**src/rtl/stride_prefetcher.sv**
```systemverilog
module stride_prefetcher #(
  parameter int IP_W        = 32,
  parameter int ADDR_W      = 32,
  parameter int ENTRIES     = 16,
  parameter int MAX_STRIDE  = 2048,
  parameter int CONF_W      = 2,
  parameter int CONF_THRESH = 2,
  parameter int LINE_BYTES  = 64
) (
  input  logic              clk,
  input  logic              rst_n,
  input  logic              ld_valid,
  input  logic [IP_W-1:0]   ld_ip,
  input  logic [ADDR_W-1:0] ld_addr,
  output logic              pf_valid,
  input  logic              pf_ready,
  output logic [ADDR_W-1:0] pf_addr
);
  localparam int IDX_W    = $clog2(ENTRIES);
  localparam int TAG_W    = IP_W - IDX_W;
  localparam int STRIDE_W = $clog2(MAX_STRIDE) + 2;
  localparam int LINE_SH  = $clog2(LINE_BYTES);
  localparam logic signed [STRIDE_W-1:0] SMAX = STRIDE_W'(MAX_STRIDE);
  localparam logic [CONF_W-1:0] CMAX = '1;
  localparam logic [CONF_W-1:0] CTH  = CONF_W'(CONF_THRESH);

  logic                 vld_q   [ENTRIES];
  logic [TAG_W-1:0]     tag_q   [ENTRIES];
  logic [ADDR_W-1:0]    last_q  [ENTRIES];
  logic [STRIDE_W-1:0]  strd_q  [ENTRIES];
  logic [CONF_W-1:0]    conf_q  [ENTRIES];

  logic [IDX_W-1:0]     idx;
  logic [TAG_W-1:0]     tag;
  logic                 hit;
  logic [ADDR_W-1:0]    diff;
  logic signed [STRIDE_W-1:0] sdiff;
  logic                 fits, in_range;
  logic [STRIDE_W-1:0]  new_strd;
  logic                 same;
  logic [CONF_W-1:0]    new_conf;
  logic [ADDR_W-1:0]    target;
  logic                 issue, slot_free;

  assign idx   = ld_ip[IDX_W-1:0];
  assign tag   = ld_ip[IP_W-1:IDX_W];
  assign hit   = vld_q[idx] && (tag_q[idx] == tag);
  assign diff  = ld_addr - last_q[idx];
  assign sdiff = $signed(diff[STRIDE_W-1:0]);
  assign fits  = (diff[ADDR_W-1:STRIDE_W-1] == '0) || (diff[ADDR_W-1:STRIDE_W-1] == '1);
  assign in_range = fits && (sdiff <= SMAX) && (sdiff >= -SMAX);
  assign new_strd = in_range ? diff[STRIDE_W-1:0] : '0;
  assign same     = (new_strd == strd_q[idx]);
  assign new_conf = !same ? '0 : (conf_q[idx] == CMAX ? CMAX : conf_q[idx] + 1'b1);
  assign target   = ld_addr + {{(ADDR_W-STRIDE_W){new_strd[STRIDE_W-1]}}, new_strd};
  assign issue    = ld_valid && hit && (new_conf >= CTH) && (new_strd != '0) &&
                    (target[ADDR_W-1:LINE_SH] != ld_addr[ADDR_W-1:LINE_SH]);
  assign slot_free = !pf_valid || pf_ready;

  always_ff @(posedge clk) begin
    if (!rst_n) begin
      for (int i = 0; i < ENTRIES; i++) begin
        vld_q[i]  <= 1'b0;
        tag_q[i]  <= '0;
        last_q[i] <= '0;
        strd_q[i] <= '0;
        conf_q[i] <= '0;
      end
    end else if (ld_valid) begin
      vld_q[idx]  <= 1'b1;
      tag_q[idx]  <= tag;
      last_q[idx] <= ld_addr;
      strd_q[idx] <= hit ? new_strd : '0;
      conf_q[idx] <= hit ? new_conf : '0;
    end
  end

  always_ff @(posedge clk) begin
    if (!rst_n) begin
      pf_valid <= 1'b0;
      pf_addr  <= '0;
    end else if (issue && slot_free) begin
      pf_valid <= 1'b1;
      pf_addr  <= target;
    end else if (pf_ready) begin
      pf_valid <= 1'b0;
    end
  end

  assert_hold_R10: assert property (@(posedge clk) disable iff (!rst_n)
    pf_valid && !pf_ready |=> pf_valid && $stable(pf_addr));

  assert_miss_quiet_R2: assert property (@(posedge clk) disable iff (!rst_n)
    ld_valid && !hit && slot_free |=> !pf_valid);

  assert_line_R9: assert property (@(posedge clk) disable iff (!rst_n)
    issue && slot_free |=> pf_valid &&
      (pf_addr[ADDR_W-1:LINE_SH] != $past(ld_addr[ADDR_W-1:LINE_SH])));

  assert_bound_R7: assert property (@(posedge clk) disable iff (!rst_n)
    issue && slot_free |=> ($signed(pf_addr - $past(ld_addr)) <= MAX_STRIDE) &&
                          ($signed(pf_addr - $past(ld_addr)) >= -MAX_STRIDE));

  assert_source_R11: assert property (@(posedge clk) disable iff (!rst_n)
    $rose(pf_valid) |-> $past(ld_valid));
endmodule

```
**config.mk**
```make
export PLATFORM = sky130hd
export DESIGN_NAME = stride_prefetcher
export DESIGN_NICKNAME = d
export VERILOG_FILES = /design/src/rtl/stride_prefetcher.sv
export SDC_FILE = /design/constraint.sdc
export NUM_CORES = 2
export LEC_CHECK = 0
export ABC_AREA = 1
export BUFFER_PORTS_ARGS = -buffer_cell sky130_fd_sc_hd__buf_2
export CELL_PAD_IN_SITES_DETAIL_PLACEMENT = 1
export CELL_PAD_IN_SITES_GLOBAL_PLACEMENT = 1
export CORE_UTILIZATION = 30
export DETAILED_ROUTE_END_ITERATION = 10
export PLACE_DENSITY = 0.57
export SLEW_MARGIN = 25
export SYNTH_ARGS = -nofsm -noshare
export SYNTH_HDL_FRONTEND = slang
export SYNTH_SLANG_ARGS = --single-unit
```
**constraint.sdc**
```tcl
create_clock -name clk -period 13.35 [get_ports clk]
set_input_delay 2.67 -clock clk [delete_from_list [all_inputs] [get_ports clk]]
set_output_delay 2.67 -clock clk [all_outputs]
set_load 0.02 [all_outputs]
```
==> Yosys cells after proc, flatten, opt, wreduce, memory -nomap -nowiden <==
Memory sizes are Yosys's and may differ from the RTL's.
Cells that the tools add are included.
{ "word_totals": {"n_memories": 5, "input_bits": 68, "out_inout_bits": 33, "elab_cells": 63, "ff_bits": 33, "mem_bits_rw": 1216} }
{ "op_classes": {"magnitude_cmp": 3, "add_sub_neg": 3, "n_eq_ne": 5, "mux": 26, "reduce_logical": 19} }
{ "mem_list": {"columns": ["memory", "words", "width", "read_ports", "rd_ports_with_merged_regs", "write_ports", "line", "rtl"], "rows": [
  ["last_q", 16, 32, 1, 0, 16, "29", "logic [ADDR_W-1:0] last_q [ENTRIES];"],
  ["tag_q", 16, 28, 1, 0, 16, "28", "logic [TAG_W-1:0] tag_q [ENTRIES];"],
  ["strd_q", 16, 13, 1, 0, 16, "30", "logic [STRIDE_W-1:0] strd_q [ENTRIES];"],
  ["conf_q", 16, 2, 1, 0, 16, "31", "logic [CONF_W-1:0] conf_q [ENTRIES];"],
  ["vld_q", 16, 1, 1, 0, 16, "27", "logic vld_q [ENTRIES];"]
]} }
{ "op_table": {"columns": ["operator", "n"], "rows": [
  ["13-bit two-way mux", 3],
  ["32-bit adder", 1],
  ["32-bit two-way mux", 1],
  ["32-bit OR reduction", 1],
  ["32-bit subtractor", 1],
  ["28-bit == test", 1],
  ["28-bit two-way mux", 1],
  ["28-bit OR reduction", 1],
  ["26-bit inequality test", 1],
  ["20-bit == test (second input constant)", 1],
  ["20-bit zero test", 1],
  ["4-bit two-way mux", 5],
  ["13-bit == test", 1],
  ["13-bit by 12-bit greater-or-equal comparator with 1-bit output (second input constant)", 1],
  ["13-bit less-or-equal comparator (second input constant)", 1],
  ["13-bit nonzero test", 1],
  ["13-bit OR reduction", 1],
  ["1-bit two-way mux", 12],
  ["1-bit logical AND", 8],
  ["2-bit two-way mux", 4],
  ["2-bit by 1-bit adder with 2-bit output (second input constant)", 1],
  ["2-bit == test (second input constant)", 1],
  ["2-bit greater-or-equal comparator (second input constant)", 1],
  ["1-bit logical OR", 2],
  ["other kinds (4)", 4]
]} }

==> Longest topological paths before layout <==
An unclocked memory read counts as a cell.
{ "depth": {"depth_word": 15, "depth_mapped": 63, "ltp_nobuf": 54} }

==> Worst setup path after synthesis <==
No wires, ideal clock.
{ "synth_path": {"path_kind": "input to register", "start": "input ld_ip[1]", "end": "register pf_addr[2]", "t_required_ps": 13286, "setup_ps": 64, "path_slack_ps": 3207, "path_buffers": 14, "arrival_time_ps": 10079, "path_stages": 54, "path_cell_list": "buf_2 > buf_2 > buf_4 > buf_2 > buf_2 > buf_1 > buf_1 > clkbuf_1 > clkbuf_1 > clkbuf_1 > nand3_1 > nand3_1 > a22o_1 > nor3_1 > ha_1 > buf_2 > a21oi_1 > nand2_1 > [... 18 more ...] > o21ai_0 > xor2_1 > nand2_1 > a21oi_1 > nand4_1 > nor2_1 > nand3_1 > nor2_1 > nand2_1 > nor2_1 > nand3_1 > nor2_1 > nand3_1 > buf_4 > buf_4 > nand4_1 > nand2_1 > nor2_1"} }
{ "synth_between": {"elab_chain_len": 14, "elab_cells_between_ends": 30, "cone_classes": "3 x add/sub; 3 x order compare; 5 x eq/ne; 3 x mux; 11 x reduce/logical; 5 x memory"} }
{ "synth_lines": {"columns": ["item", "line", "rtl"], "rows": [
  ["from (decl)", "13", "input logic [IP_W-1:0] ld_ip,"],
  ["branches (longest 14 deep; another with memory read 16 x 32 bit)", null, null],
  ["to (signal assigned)", "84", "pf_addr <= target;"],
  ["to (decl)", "17", "output logic [ADDR_W-1:0] pf_addr"]
]} }
Several ways; the timed one is not identified.
A chain may end at the register's enable or synchronous reset.

==> Worst setup path in the final report <==
{ "layout_path": {"start": "input ld_ip[1]", "end": "register pf_addr[16]"} }
The elaborated chain is that of the path after synthesis.

==> flow_results.xml <==
<?xml version="1.0" encoding="UTF-8"?>
<metrics>
  <group name="status">
    <metric name="run_status" unit="">complete, no violations</metric>
  </group>
  <group name="yosys">
    <metric name="asyncSetResetFlopFracSynth" unit="%">0</metric>
    <metric name="yosysWarnings" unit="">0</metric>
    <metric name="synth_top_flop_cell" unit="">edfxtp_1</metric>
    <metric name="synth_area" unit="µm²">59160</metric>
    <metric name="synth-seq-cells" unit="">1249</metric>
    <metric name="postSynthNetCount" unit="">6075</metric>
    <metric name="seq_area_frac_synth" unit="%">62.57</metric>
    <metric name="synthCells" unit="">5943</metric>
    <metric name="synth.lib_cells_used.distinct" unit="">60</metric>
    <metric name="netlist.area_leader.share" unit="%">60.91</metric>
    <metric name="syn-mean-instance-area" unit="µm²">9.955</metric>
    <metric name="yosys-top-cells-area" unit="">edfxtp_1 61%, nor2_1 8.7%, nand3_1 6.4%</metric>
    <metric name="number_of_flops_mapped_to_enable_cells_by_yosys" unit="">1200</metric>
    <metric name="synthDominantAreaCellType" unit="">edfxtp_1</metric>
  </group>
  <group name="global_route">
    <metric name="groute.usage.overall" unit="%">23.18</metric>
    <metric name="vias_in_the_first_global_route" unit="">47930</metric>
    <metric name="globalRoute.totalOverflow" unit="">0</metric>
    <metric name="maximum_number_of_pins_on_one_net_before_global_route_repair" unit="">143</metric>
    <metric name="antenna_found_initial" unit="">2</metric>
    <metric name="wire_length_of_the_first_global_routing_pass" unit="µm">337700</metric>
  </group>
  <group name="sta">
    <metric name="fin_setup_tns" unit="ps">0</metric>
    <metric name="timing.clock.skew" unit="ps">34.64</metric>
    <metric name="timing.final.max_slew_violations" unit="">0</metric>
    <metric name="final_min_period_over_clock_period" unit="%">86.50</metric>
    <metric name="tightest_slew" unit="ps">1082</metric>
    <metric name="final_hold_viol_count" unit="">0</metric>
    <metric name="setup_slack" unit="ps">1802</metric>
    <metric name="relSlewSlack" unit="%">27.88</metric>
    <metric name="rsz0062_at_grt" unit="">false</metric>
    <metric name="finalWorstPathRequiredPeriod" unit="ps">11550</metric>
    <metric name="finalSetupViolations" unit="">0</metric>
    <metric name="maxClockFrequency" unit="MHz">86.60</metric>
  </group>
  <group name="die">
    <metric name="die_area" unit="µm²">199000</metric>
    <metric name="die_w" unit="µm">446.1</metric>
    <metric name="floorplan.die.height" unit="µm">446.1</metric>
    <metric name="placementRows" unit="">162</metric>
    <metric name="num_io_pins" unit="">101</metric>
    <metric name="floorplan.initialDensity" unit="%">30.28</metric>
    <metric name="core_region_area" unit="µm²">195400</metric>
  </group>
  <group name="clock_tree">
    <metric name="ctsRootBufferMaster" unit="">clkbuf_16</metric>
    <metric name="worst_setup_hold_path_clk_slew" unit="ps">60</metric>
    <metric name="tritoncts" unit="">done</metric>
    <metric name="clock-sinks" unit="">1249</metric>
    <metric name="cts_setup_buffers" unit="">0</metric>
    <metric name="clock_insertion_delay_worst_skew" unit="ps">790</metric>
    <metric name="postCtsHoldBufs" unit="">0</metric>
    <metric name="cts_resized" unit="">0</metric>
    <metric name="cts.path.max_buffers" unit="">3</metric>
    <metric name="number_of_buffers_created_by_cts" unit="">141</metric>
    <metric name="htree_levels" unit="">4</metric>
  </group>
  <group name="placement">
    <metric name="place.port_buffers" unit="">100</metric>
    <metric name="place.detailed.hpwl" unit="µm">133300</metric>
    <metric name="gp_congestion" unit="">0.9266</metric>
    <metric name="postPlaceCellArea" unit="µm²">62320</metric>
    <metric name="place_ws" unit="ps">988.9</metric>
  </group>
  <group name="critical_path">
    <metric name="cp_data_required_time" unit="ps">14000</metric>
    <metric name="cp.arrival" unit="ps">12190</metric>
    <metric name="critPathLaunchType" unit="">input port</metric>
    <metric name="crit_family" unit="">simple AND/OR/NAND/NOR gates</metric>
    <metric name="critical-path-top-cell-by-count" unit="">nand2_1</metric>
    <metric name="critPathCaptureType" unit="">register</metric>
    <metric name="critPathMaxFanout" unit="">90</metric>
    <metric name="ff2ff_setup_slack" unit="ps">4590</metric>
    <metric name="path_buf_inv" unit="">7</metric>
    <metric name="critical_path.max_stage_delay" unit="ps">440</metric>
    <metric name="worst_path_max_delay_cell" unit="">buf_8</metric>
    <metric name="setup.worst_path.class" unit="">input port to register</metric>
  </group>
  <group name="finish">
    <metric name="post_route_cells_drive_above_1_share" unit="%">8.019</metric>
    <metric name="diodes" unit="">0</metric>
    <metric name="fillers" unit="">22050</metric>
    <metric name="final-seq-area" unit="µm²">37020</metric>
    <metric name="multiInputGateArea" unit="µm²">19330</metric>
    <metric name="finalInstanceArea" unit="µm²">66590</metric>
    <metric name="finalNetCount" unit="">5967</metric>
    <metric name="area_growth" unit="%">12.55</metric>
  </group>
  <group name="routing">
    <metric name="drc" unit="">0</metric>
    <metric name="detail_route.wl_per_cell" unit="µm">27.29</metric>
    <metric name="vias" unit="">47170</metric>
    <metric name="dr.first_iter.drc_count" unit="">4635</metric>
    <metric name="postRouteWirelength" unit="µm">233600</metric>
    <metric name="drtAntennaViolNets" unit="">0</metric>
    <metric name="routed_via_density" unit="">5.511</metric>
    <metric name="first_pass_iters" unit="">5</metric>
  </group>
  <group name="pwr">
    <metric name="cellPowerDensity" unit="nW/µm²">139.7</metric>
    <metric name="power.ir.vdd_worst" unit="µV">130.5</metric>
    <metric name="total_leakage_power" unit="µW">0.02481</metric>
  </group>
  <group name="hold_path">
    <metric name="hp-class" unit="">register to register</metric>
  </group>
  <group name="job">
    <metric name="drv.max_cap_violation_count" unit="">0</metric>
  </group>
</metrics>
kinds of logic after synthesis:
group	share of synthesized area, %
XOR/XNOR	0.8502
adder cells (fa/ha/maj)	1.379
AND/OR/NAND/NOR	22.76
flip-flops	62.57
buffers and inverters	5.287
AO/OA/AOI/OAI	7.163
cells in the final DEF, fill, tap and decap left out, drive strengths merged, types with 2 or more instances in the layout:
master,n
o21ai,36
ha,62
a221oi,2
a31oi,84
nand3b,9
nor2,1383
o211ai,3
nor3,180
a22oi,247
o2111ai,14
a21o,4
and3,2
clkbuf,188
xnor2,18
or2,21
xor2,36
clkinv,88
nand3,755
fa,2
nand2,731
o221ai,4
a21oi,62
nor3b,2
bufinv,3
o31ai,41
dfxtp,49
buf,204
a22o,38
o22ai,54
nor4,6
a21boi,3
a211oi,2
a221o,3
clkinvlp,4
o21a,6
nand4,78
edfxtp,1200
inv,305
per-layer routing:
layer  track usage (%)  wire (µm)  up-vias
met5                 0         20        -
met4             5.804       5187        2
met3             3.476      15540      307
met2             38.10     109700     1658
met1             31.87     103200    24660
li1                  -          -    20550
sequential cells by signal (all words and copies together) (netlist names):
name / flops
last_q: 512
pf_addr: 32
conf_q: 32
vld_q: 16
tag_q: 448
pf_valid: 1
strd_q: 208
worst min-delay path, stage by stage (launching register included):
cell and delay [ps]:
dfxtp_1 310, nand2_1 50, nand2_1 40
metrics by stage:
stage,utilization [%],cells,power [µW],hold slack [ps]
finish,34.08,8560,9302,446.8
global route,34.08,8560,9585,466.9
CTS,34.05,8559,9356,445.4
detailed placement,31.90,8315,5669,435.4
global placement,31.89,8315,5651,430.9
floorplan,-,5943,5234,422.5
final cells by class:
type | count | area share [%]
Inverter | 344 | 1.960
Tap cell | 2624 | 4.931
Clock buffer | 188 | 5.673
Timing Repair Buffer | 204 | 2.144
Clock inverter | 56 | 0.6633
Sequential cell | 1249 | 55.59
Multi-Input combinational cell | 3895 | 29.04
synthesized netlist by cell type (17+ instances only):
cell type and instances:
clkinv_1 47, buf_2 52, nand4_1 78, a31oi_1 84, dfxtp_1 49, a22oi_1 247, o31ai_1 41, xnor2_1 17
a21oi_1 62, or2_2 19, xor2_1 36, nor3_1 180, nand2_1 728, nor2_1 1370, a22o_1 38, nand3_1 752
clkbuf_1 320, buf_1 71, inv_1 291, o21ai_0 33, ha_1 62, o22ai_1 54, edfxtp_1 1200
report_power, final:
group / internal (µW) / switching [µW] / total [µW]
Clock: 2050 / 1660 / 3710
Combinational: 255 / 792 / 1050
Sequential: 4490 / 56.1 / 4550
path summary, 6_finish.rpt:
kind	start	to	cells after the start
worst min-delay path	vld_q[7]$_DFF_P_	vld_q[7]$_DFF_P_	2
worst min register to register	vld_q[7]$_DFF_P_	vld_q[7]$_DFF_P_	2
worst max register to register	last_q[4][4]$_SDFFCE_PN0P_	pf_addr[16]$_SDFFE_PN0P_	46
worst max-delay path	ld_ip[1]	pf_addr[16]$_SDFFE_PN0P_	49
Power figures use the tool's default switching activity.
